===== src/rtl/wsp_pkg.sv =====
`timescale 1ns/1ps
package wsp_pkg;
   // what an accepted byte does to the pair under assembly
   typedef enum logic [1:0] {
      PK_HOLD = 2'd0,
      PK_PAIR = 2'd1,
      PK_PAD  = 2'd2
   } pack_act_e;

   function automatic int unsigned word_width(input int unsigned byte_w);
      return 2 * byte_w;
   endfunction
endpackage


===== src/rtl/wsp_half_hold.sv =====
`timescale 1ns/1ps
module wsp_half_hold
   import wsp_pkg::*;
#(
   parameter int unsigned BYTE_W        = 8,
   parameter int unsigned PAD_BYTE      = 0,
   parameter bit          ODD_FLUSH_PAD = 1'b1
) (
   input  logic                  clk,
   input  logic                  rst_n,
   input  logic                  take_i,
   input  logic [BYTE_W-1:0]     byte_i,
   input  logic                  first_i,
   input  logic                  last_i,
   input  logic                  chained_i,
   output logic                  emit_o,
   output logic [2*BYTE_W-1:0]   word_o,
   output logic                  pending_o
);
   localparam int unsigned      WORD_W = word_width(BYTE_W);
   localparam logic [BYTE_W-1:0] PAD_V = BYTE_W'(PAD_BYTE);

   logic [BYTE_W-1:0] lo_q;
   logic              half_q;
   logic              pend_q;
   logic              stale;
   logic              have_low;
   logic              flush_odd;
   pack_act_e         act;

   // a half word left by a move that never closed is dropped at a new start
   assign stale    = first_i && half_q && !pend_q;
   assign have_low = half_q && !stale;

   generate
      if (ODD_FLUSH_PAD) begin : g_flush
         assign flush_odd = last_i && !chained_i;
      end else begin : g_carry_all
         assign flush_odd = 1'b0;
      end
   endgenerate

   always_comb begin
      if (have_low)       act = PK_PAIR;
      else if (flush_odd) act = PK_PAD;
      else                act = PK_HOLD;
   end

   always_comb begin
      case (act)
         PK_PAIR: word_o = {byte_i, lo_q};
         PK_PAD:  word_o = {PAD_V, byte_i};
         default: word_o = '0;
      endcase
   end

   assign emit_o    = take_i && (act != PK_HOLD);
   assign pending_o = pend_q;

   always_ff @(posedge clk or negedge rst_n) begin
      if (!rst_n) begin
         lo_q   <= '0;
         half_q <= 1'b0;
         pend_q <= 1'b0;
      end else if (take_i) begin
         if (act == PK_HOLD) begin
            lo_q   <= byte_i;
            half_q <= 1'b1;
            pend_q <= last_i;
         end else begin
            half_q <= 1'b0;
            pend_q <= 1'b0;
         end
      end
   end

   if (WORD_W != 2 * BYTE_W) begin : g_bad_word
      $error("wsp_half_hold: word width mismatch");
   end
endmodule


===== src/rtl/wsp_out_stage.sv =====
`timescale 1ns/1ps
module wsp_out_stage #(
   parameter int unsigned WORD_W = 16
) (
   input  logic              clk,
   input  logic              rst_n,
   input  logic              load_i,
   input  logic [WORD_W-1:0] data_i,
   input  logic              ready_i,
   output logic              valid_o,
   output logic [WORD_W-1:0] data_o,
   output logic              space_o
);
   logic              vq;
   logic [WORD_W-1:0] dq;

   assign space_o = !vq || ready_i;
   assign valid_o = vq;
   assign data_o  = dq;

   always_ff @(posedge clk or negedge rst_n) begin
      if (!rst_n) begin
         vq <= 1'b0;
         dq <= '0;
      end else if (load_i) begin
         vq <= 1'b1;
         dq <= data_i;
      end else if (ready_i) begin
         vq <= 1'b0;
      end
   end
endmodule


===== src/rtl/wide_send_packer.sv =====
`timescale 1ns/1ps
module wide_send_packer
   import wsp_pkg::*;
#(
   parameter int unsigned BYTE_W        = 8,
   parameter int unsigned PAD_BYTE      = 0,
   parameter bit          ODD_FLUSH_PAD = 1'b1
) (
   input  logic                clk,
   input  logic                rst_n,
   input  logic                in_valid,
   output logic                in_ready,
   input  logic [BYTE_W-1:0]   in_data,
   input  logic                in_first,
   input  logic                in_last,
   input  logic                in_chained,
   output logic                out_valid,
   input  logic                out_ready,
   output logic [2*BYTE_W-1:0] out_data,
   output logic                pending
);
   localparam int unsigned WORD_W = word_width(BYTE_W);

   if (BYTE_W < 1) begin : g_bad_byte
      $error("wide_send_packer: BYTE_W must be at least 1");
   end
   if (BYTE_W < 32 && PAD_BYTE >= (1 << BYTE_W)) begin : g_bad_pad
      $error("wide_send_packer: PAD_BYTE does not fit in BYTE_W");
   end

   logic              take;
   logic              space;
   logic              emit;
   logic [WORD_W-1:0] word;

   assign in_ready = space;
   assign take     = in_valid && space;

   wsp_half_hold #(
      .BYTE_W        (BYTE_W),
      .PAD_BYTE      (PAD_BYTE),
      .ODD_FLUSH_PAD (ODD_FLUSH_PAD)
   ) i_hold (
      .clk       (clk),
      .rst_n     (rst_n),
      .take_i    (take),
      .byte_i    (in_data),
      .first_i   (in_first),
      .last_i    (in_last),
      .chained_i (in_chained),
      .emit_o    (emit),
      .word_o    (word),
      .pending_o (pending)
   );

   wsp_out_stage #(
      .WORD_W (WORD_W)
   ) i_out (
      .clk     (clk),
      .rst_n   (rst_n),
      .load_i  (emit),
      .data_i  (word),
      .ready_i (out_ready),
      .valid_o (out_valid),
      .data_o  (out_data),
      .space_o (space)
   );
endmodule


===== config.mk =====
export PLATFORM = sky130hd
export DESIGN_NAME = wide_send_packer
export DESIGN_NICKNAME = d
export VERILOG_FILES = /design/src/rtl/wsp_pkg.sv /design/src/rtl/wsp_half_hold.sv /design/src/rtl/wsp_out_stage.sv /design/src/rtl/wide_send_packer.sv
export SDC_FILE = /design/constraint.sdc
export NUM_CORES = 1
export LEC_CHECK = 0
export ABC_AREA = 1
export BUFFER_PORTS_ARGS = -buffer_cell sky130_fd_sc_hd__buf_4
export CAP_MARGIN = 30
export CORE_MARGIN = 10
export CORE_UTILIZATION = 46
export DETAILED_ROUTE_END_ITERATION = 16
export PLACE_DENSITY = 0.82
export SYNTH_ARGS = -nofsm -noshare
export SYNTH_HDL_FRONTEND = slang
export SYNTH_SLANG_ARGS = --single-unit
export TNS_END_PERCENT = 100

===== constraint.sdc =====
create_clock -name clk -period 1.1 [get_ports clk]
set_input_delay 0.22 -clock clk [delete_from_list [all_inputs] [get_ports clk]]
set_output_delay 0.22 -clock clk [all_outputs]
set_load 0.02 [all_outputs]

==> results of run 1 <==
-- registers in the layout, summed over array words and instances, names as in the netlist --
signal            count
i_hold.half_q         1
i_hold.lo_q           8
i_hold.pending_o      1
i_out.data_o         16
i_out.valid_o         1
-- cell families after synthesis --
logic type / count (synthesis) / synth area share, %
simple gates: 109 / 37.4
flops: 27 / 53.9
buf+inv: 9 / 4.80
compound gates: 4 / 3.90
-- what timing repair did --
action                                  in CTS  in global routing
gates resized for setup                     29                 24
hold buffers                                 1                  0
cloned                                       3                  1
hold endpoints to repair                    27                  0
endpoints found under the setup margin      45                 45
pin swaps                                   10                 14
buffers inserted                            12                  7
-- synthesized netlist by cell type --
library cell  number
a21oi_4            2
buf_4              1
nand2_2            4
a21boi_2           1
nand3_1           16
nand2_1           86
nand2_4            1
o21ai_0            1
buf_6              3
nor2_4             1
inv_2              2
inv_1              3
dfrtp_1           27
nand3_4            1
-- per-layer routing --
layer / wire length [um] / track usage [%]
met4: 79 / 6.45
met3: 286 / 3.27
met2: 2210 / 25.7
met1: 1500 / 15.8
met5: 0 / 0
-- worst register-to-register path: stages, from the launching register on --
cell,delay (ps)
dfrtp_2,480
nand2_4,90
nand2_2,140
a21oi_4,280
nand2_1,120
nand2_1,80
-- area by class of cell --
type                            count  share of cell area, %
Clock inverter                      1                  0.380
Inverter                            5                  0.951
Clock buffer                        3                   1.14
Sequential cell                    27                   34.3
Timing Repair Buffer               57                   27.0
Tap cell                           30                   1.90
Multi-Input combinational cell    117                   34.3
-- worst paths after layout --
kind,startpoint,slack [ps],end
max,i_out.valid_o,-150,in_ready
min,in_last,80,i_hold.pending_o
max reg2reg,i_out.valid_o,-140,i_out.data_o[6]
min reg2reg,i_hold.lo_q[3],500,i_hold.lo_q[3]
max in group asynchronous,rst_n,540,i_hold.pending_o
min in group asynchronous,rst_n,290,i_out.data_o[5]
-- metrics by stage --
stage	area, um^2	total power (W)	utilization (%)	setup TNS [ps]
after floorplan	1270	0.00220	-	-385
after global placement	1560	0.00270	61.4	-218
after detailed placement	1560	0.00275	61.4	-1160
after CTS	1830	0.00358	71.9	-1350
after global routing	1970	0.00408	77.6	-4340
final	1970	0.00387	77.6	-2790
-- report_power, final --
part | internal [W] | total, W | switching (W)
Clock | 0.000140 | 0.000477 | 0.000337
Sequential | 0.00128 | 0.00150 | 0.000217
Combinational | 0.000927 | 0.00190 | 0.000971
Total | 0.00235 | 0.00387 | 0.00152
==> run_results.csv, run 1 <==
group,metric,value,unit
detailed_routing,drtAntennaViolNets,0,
logic_synthesis,synthCells,149,
min_path,hp-class,"in -> reg",
cells_and_area,syn_to_final_growth,57.6,%
floorplanning,die_x,72.2,um
place,placed_cells,213,
detailed_routing,drt-initial-drc-count,135,
critical_path,reg2regPathDepth,5,
pwr,ir_drop,1.38,mV
place,port_buffers,33,
critical_path,slowest_stage,"dfrtp_2",
clock_network,numClockSinks,27,
cells_and_area,multi_input_area,677,um^2
min_path,holdPathStages,3,
sta,fmax,798,MHz
clock_network,cts_max_level,1,
logic_synthesis,ys_types,14,
logic_synthesis,ys_top_cells_by_area,"dfrtp_1 54%, nand2_1 26%, nand3_1 6.4%",
place,gp_congestion,0.862,
clock_network,cts_tree,"done",
clock_network,cts_buffer_depth,2,
sta,hold_slack,80.2,ps
logic_synthesis,syn_area,1250,um^2
cells_and_area,layout_common_cells,"66 x nand2_1, 32 x buf_4, 25 x dfrtp_1",
sta,relSlewSlack,76.5,%
cells_and_area,drive_above_1_share,46.7,%
grt,grt_pass1_vias,1242,
detailed_routing,wirelength,4080,um
place,post-place-ws,-87.1,ps
critical_path,path_max_fanout,3,
detailed_routing,drc_errors,0,
logic_synthesis,syn_nets,164,
critical_path,end_kind,"output port",
floorplanning,start_util,49.2,%
critical_path,path_buf_inv,1,
sta,finalCritPeriodShare,114,%
grt,grt-ovfl-total,0,
sta,clock_skew,2.01,ps
critical_path,worstSetupStartpointType,"flip-flop",
detailed_routing,vias,1266,
grt,antenna_found_initial,0,
sta,finalSetupViolations,45,
critical_path,crit_path_cell_trace,"nand2_4 -> buf_6",
logic_synthesis,synth_top_cell_by_area,"dfrtp_1",
grt,grt_max_degree,28,
critical_path,cp.required,880,ps
detailed_routing,post_drt_wl_per_cell,17.0,um
floorplanning,io_pins,34,
critical_path,cp.depth,2,
sta,hold_viol_final,0,
sta,drv_slew,0,
pwr,p_leak,1.06,nW
clock_network,numCtsBuffers,3,
grt,track_usage,14.4,%
pwr,power_density,1960,nW/um^2
detailed_routing,dr.pass1.iters,4,
logic_synthesis,yosys_register_bits,27,
logic_synthesis,yosys_warnings,0,
cells_and_area,nFillCells,143,
sta,tightest_slew,353,ps
flow_run,maxCapViolations,0,
floorplanning,die_area,5210,um^2
sta,rsz0062_at_grt,"true",
cells_and_area,antennaDiodeCount,0,
cells_and_area,nets,226,
logic_synthesis,synth_seq_area_share,53.9,%
logic_synthesis,avgSynthCellArea,8.41,um^2
place,detailed_place_hpwl,2300,um
clock_network,cts_root_buffer,"clkbuf_4",
logic_synthesis,synth_top_area_share,53.9,%
cells_and_area,final-seq-area,678,um^2
run_status,run_status,"finished, violations left",
floorplanning,core_area,2540,um^2
critical_path,worstPathArrival,1030,ps
detailed_routing,vias_per_cell,5.28,
sta,finalWorstSetupSlack,-154,ps
critical_path,max_stage_delay,480,ps
critical_path,crit_family,"flip-flops",
cells_and_area,final_common_cell,"nand2_1",
grt,grt_pass1_wl,6020,um
sta,min_period,1250,ps
cells_and_area,post_layout_nonfiller_instances,240,
run_status,violations,"negative setup slack",
floorplanning,rows,18,
floorplanning,die_h,72.2,um
clock_network,path_clk_slew,160,ps
critical_path,path_class,"reg -> out",
clock_network,clock_latency,350,ps
No activity file was read; power rests on OpenSTA's default activity.
==> run 2, diff against run 1 <==
- ABC_AREA: 1 -> 0
- CELL_PAD_IN_SITES_DETAIL_PLACEMENT: unset -> 1
- CELL_PAD_IN_SITES_GLOBAL_PLACEMENT: unset -> 1
- CORE_UTILIZATION: 46 -> 35
- PLACE_DENSITY: 0.82 -> 0.81
==> run 2 against run 1 <==
The run still ends with negative setup slack left. Total power increased by 13%. Via count fell by 19%. Clock skew is 19 ps higher. Clock-buffer cell count stayed put. Largest power group unchanged.
==> run_results.csv, run 2 <==
group,metric,value,unit
detailed_routing,drtAntennaViolNets,0,
logic_synthesis,ys_types,22,
clock_network,cts_root_buffer,"clkbuf_4",
sta,tightest_slew,431,ps
logic_synthesis,synthCells,80,
pwr,ir_drop,0.791,mV
sta,finalWorstSetupSlack,-301,ps
sta,relSlewSlack,71.3,%
cells_and_area,design_area,1920,um^2
cells_and_area,final-seq-area,678,um^2
min_path,holdPathStages,2,
detailed_routing,drc_errors,0,
sta,drv_slew,0,
sta,finalCritPeriodShare,127,%
run_status,violations,"negative setup slack",
place,detailed_place_hpwl,2350,um
floorplanning,die_area,5850,um^2
critical_path,cp.required,1340,ps
critical_path,path_class,"reg -> reg",
sta,finalSetupViolations,46,
critical_path,reg2regPathDepth,6,
place,port_buffers,33,
logic_synthesis,synth_edf_count,0,
cells_and_area,antennaDiodeCount,0,
cells_and_area,largest_reg_flops,16,
logic_synthesis,synth_seq_area_share,60.5,%
min_path,hp-class,"in -> reg",
sta,min_period,1400,ps
critical_path,crit_path_cell_trace,"nor2b_4 -> nand2b_4 -> buf_6 -> a21oi_4 -> buf_12 -> a2bb2oi_2",
floorplanning,io_pins,34,
logic_synthesis,synth_ff_type,"dfrtp_1",
detailed_routing,vias_per_cell,5.28,
place,gp_congestion,0.710,
critical_path,path_max_fanout,8,
clock_network,clock_latency,360,ps
logic_synthesis,synthArstFlopShare,100,%
critical_path,worstSetupStartpointType,"flip-flop",
floorplanning,core_area,3050,um^2
floorplanning,die_x,76.5,um
sta,clock_skew,21.2,ps
cells_and_area,multi_input_area,522,um^2
clock_network,numCtsBuffers,3,
sta,hold_viol_final,0,
logic_synthesis,synth_top_area_share,60.5,%
place,place_area,1500,um^2
grt,grt_pass1_wl,7130,um
detailed_routing,wirelength,4850,um
logic_synthesis,synth.most_common_cell,"dfrtp_1",
cells_and_area,post_layout_nonfiller_instances,195,
floorplanning,die_h,76.5,um
critical_path,end_kind,"flip-flop",
critical_path,max_stage_delay,470,ps
logic_synthesis,synth_top_cell_by_area,"dfrtp_1",
logic_synthesis,yosys_warnings,0,
detailed_routing,post_drt_wl_per_cell,24.9,um
cells_and_area,layout_common_cells,"39 x buf_4, 26 x buf_6, 25 x dfrtp_1",
logic_synthesis,avgSynthCellArea,14.0,um^2
cells_and_area,drive_above_1_share,66.9,%
detailed_routing,dr.pass1.iters,4,
cells_and_area,final_common_cell,"buf_4",
floorplanning,rows,20,
grt,grt_pass1_vias,1178,
logic_synthesis,syn_nets,95,
clock_network,cts_max_level,1,
grt,grt-ovfl-total,0,
clock_network,cts_buffer_depth,2,
cells_and_area,nets,167,
sta,rsz0062_at_grt,"true",
grt,track_usage,15.6,%
pwr,p_leak,0.890,nW
logic_synthesis,synth_common_cells,"27 x dfrtp_1, 8 x a22o_1, 8 x a2bb2oi_1, 8 x o22ai_1, 7 x mux2_2",
grt,antenna_found_initial,0,
clock_network,numClockSinks,27,
clock_network,cts_tree,"done",
floorplanning,start_util,36.6,%
place,post-place-ws,-225,ps
pwr,power_density,2270,nW/um^2
flow_run,maxCapViolations,0,
logic_synthesis,ys_top_cells_by_area,"dfrtp_1 60%, mux2_2 7.1%, a22o_1 6.3%",
critical_path,worstPathArrival,1640,ps
detailed_routing,drt-initial-drc-count,63,
critical_path,slowest_stage,"dfrtp_2",
logic_synthesis,syn_area,1120,um^2
cells_and_area,syn_to_final_growth,71.8,%
run_status,run_status,"finished, violations left",
detailed_routing,vias,1030,
cells_and_area,nFillCells,303,
clock_network,path_clk_slew,180,ps
grt,grt_max_degree,28,
sta,fmax,714,MHz
place,placed_cells,165,
logic_synthesis,yosys_register_bits,27,
-- run 2: cells by family after synthesis --
kind of cell           count (synthesis)  share of synthesized area, %
AOI/OAI and AO/OA                     29                          20.8
buffers and inverters                  3                          1.79
DFF                                   27                          60.5
muxes                                  8                          8.06
and+or+nand+nor                       13                          8.85
-- run 2: per-stage QoR --
step | hold WS (ps) | power (W) | TNS (ps) | utilization [%]
2_1_floorplan | -75.6 | 0.00230 | -3480 | -
6_report | 83.7 | 0.00436 | -7380 | 62.9
3_3_place_gp | 145 | 0.00290 | -3170 | 49.0
4_1_cts | 96.8 | 0.00398 | -4940 | 59.2
3_5_place_dp | 151 | 0.00297 | -4460 | 49.0
5_1_grt | 84.5 | 0.00456 | -9020 | 62.9
-- run 2: path summary, 6_finish.rpt --
path,start,end,slack [ps]
worst max-delay path,i_hold.pending_o,i_out.data_o[7],-300
worst min-delay path,in_data[5],i_out.data_o[13],80
worst max register to register,i_hold.pending_o,i_out.data_o[7],-300
worst min register to register,i_hold.lo_q[0],i_hold.lo_q[0],560
max in group asynchronous,rst_n,i_out.valid_o,510
min in group asynchronous,rst_n,i_out.data_o[14],280
-- run 2: metal layers --
| layer | wire length, um | track usage, % |
|---|---|---|
| met1 | 1910 | 17.6 |
| met2 | 2490 | 26.0 |
| met3 | 175 | 3.42 |
| met4 | 269 | 9.85 |
| met5 | 0 | 0 |
-- run 2: final cells by class --
type / instances / area share [%]
clock inverter: 1 / 0.391
sequential: 27 / 35.3
multi-input combinational: 51 / 27.2
inverter: 1 / 0.196
timing repair buffer: 68 / 32.9
clock buffer: 3 / 1.17
tap: 44 / 2.87
-- run 2: what timing repair did --
action | 4_1_cts | 5_1_grt
endpoints found under the setup margin | 44 | 46
hold buffers | 1 | 0
gates cloned | 1 | 0
setup buffers | 16 | 9
resized for setup | 35 | 11
pin swaps | 3 | 3
hold endpoints to repair | 27 | 0
-- run 2: where the power goes --
group | leakage (nW) | switching, W | internal (W)
sequential | 0.319 | 0.000280 | 0.00132
combinational | 0.557 | 0.000989 | 0.00129
clock | 0.0139 | 0.000348 | 0.000140
-- run 2: worst max-delay path, delay by kind of cell (launching register included) --
family          cells  cell delay [ps]
simple gates        2              350
flops               1              470
compound gates      2              200
buf+inv             2              280
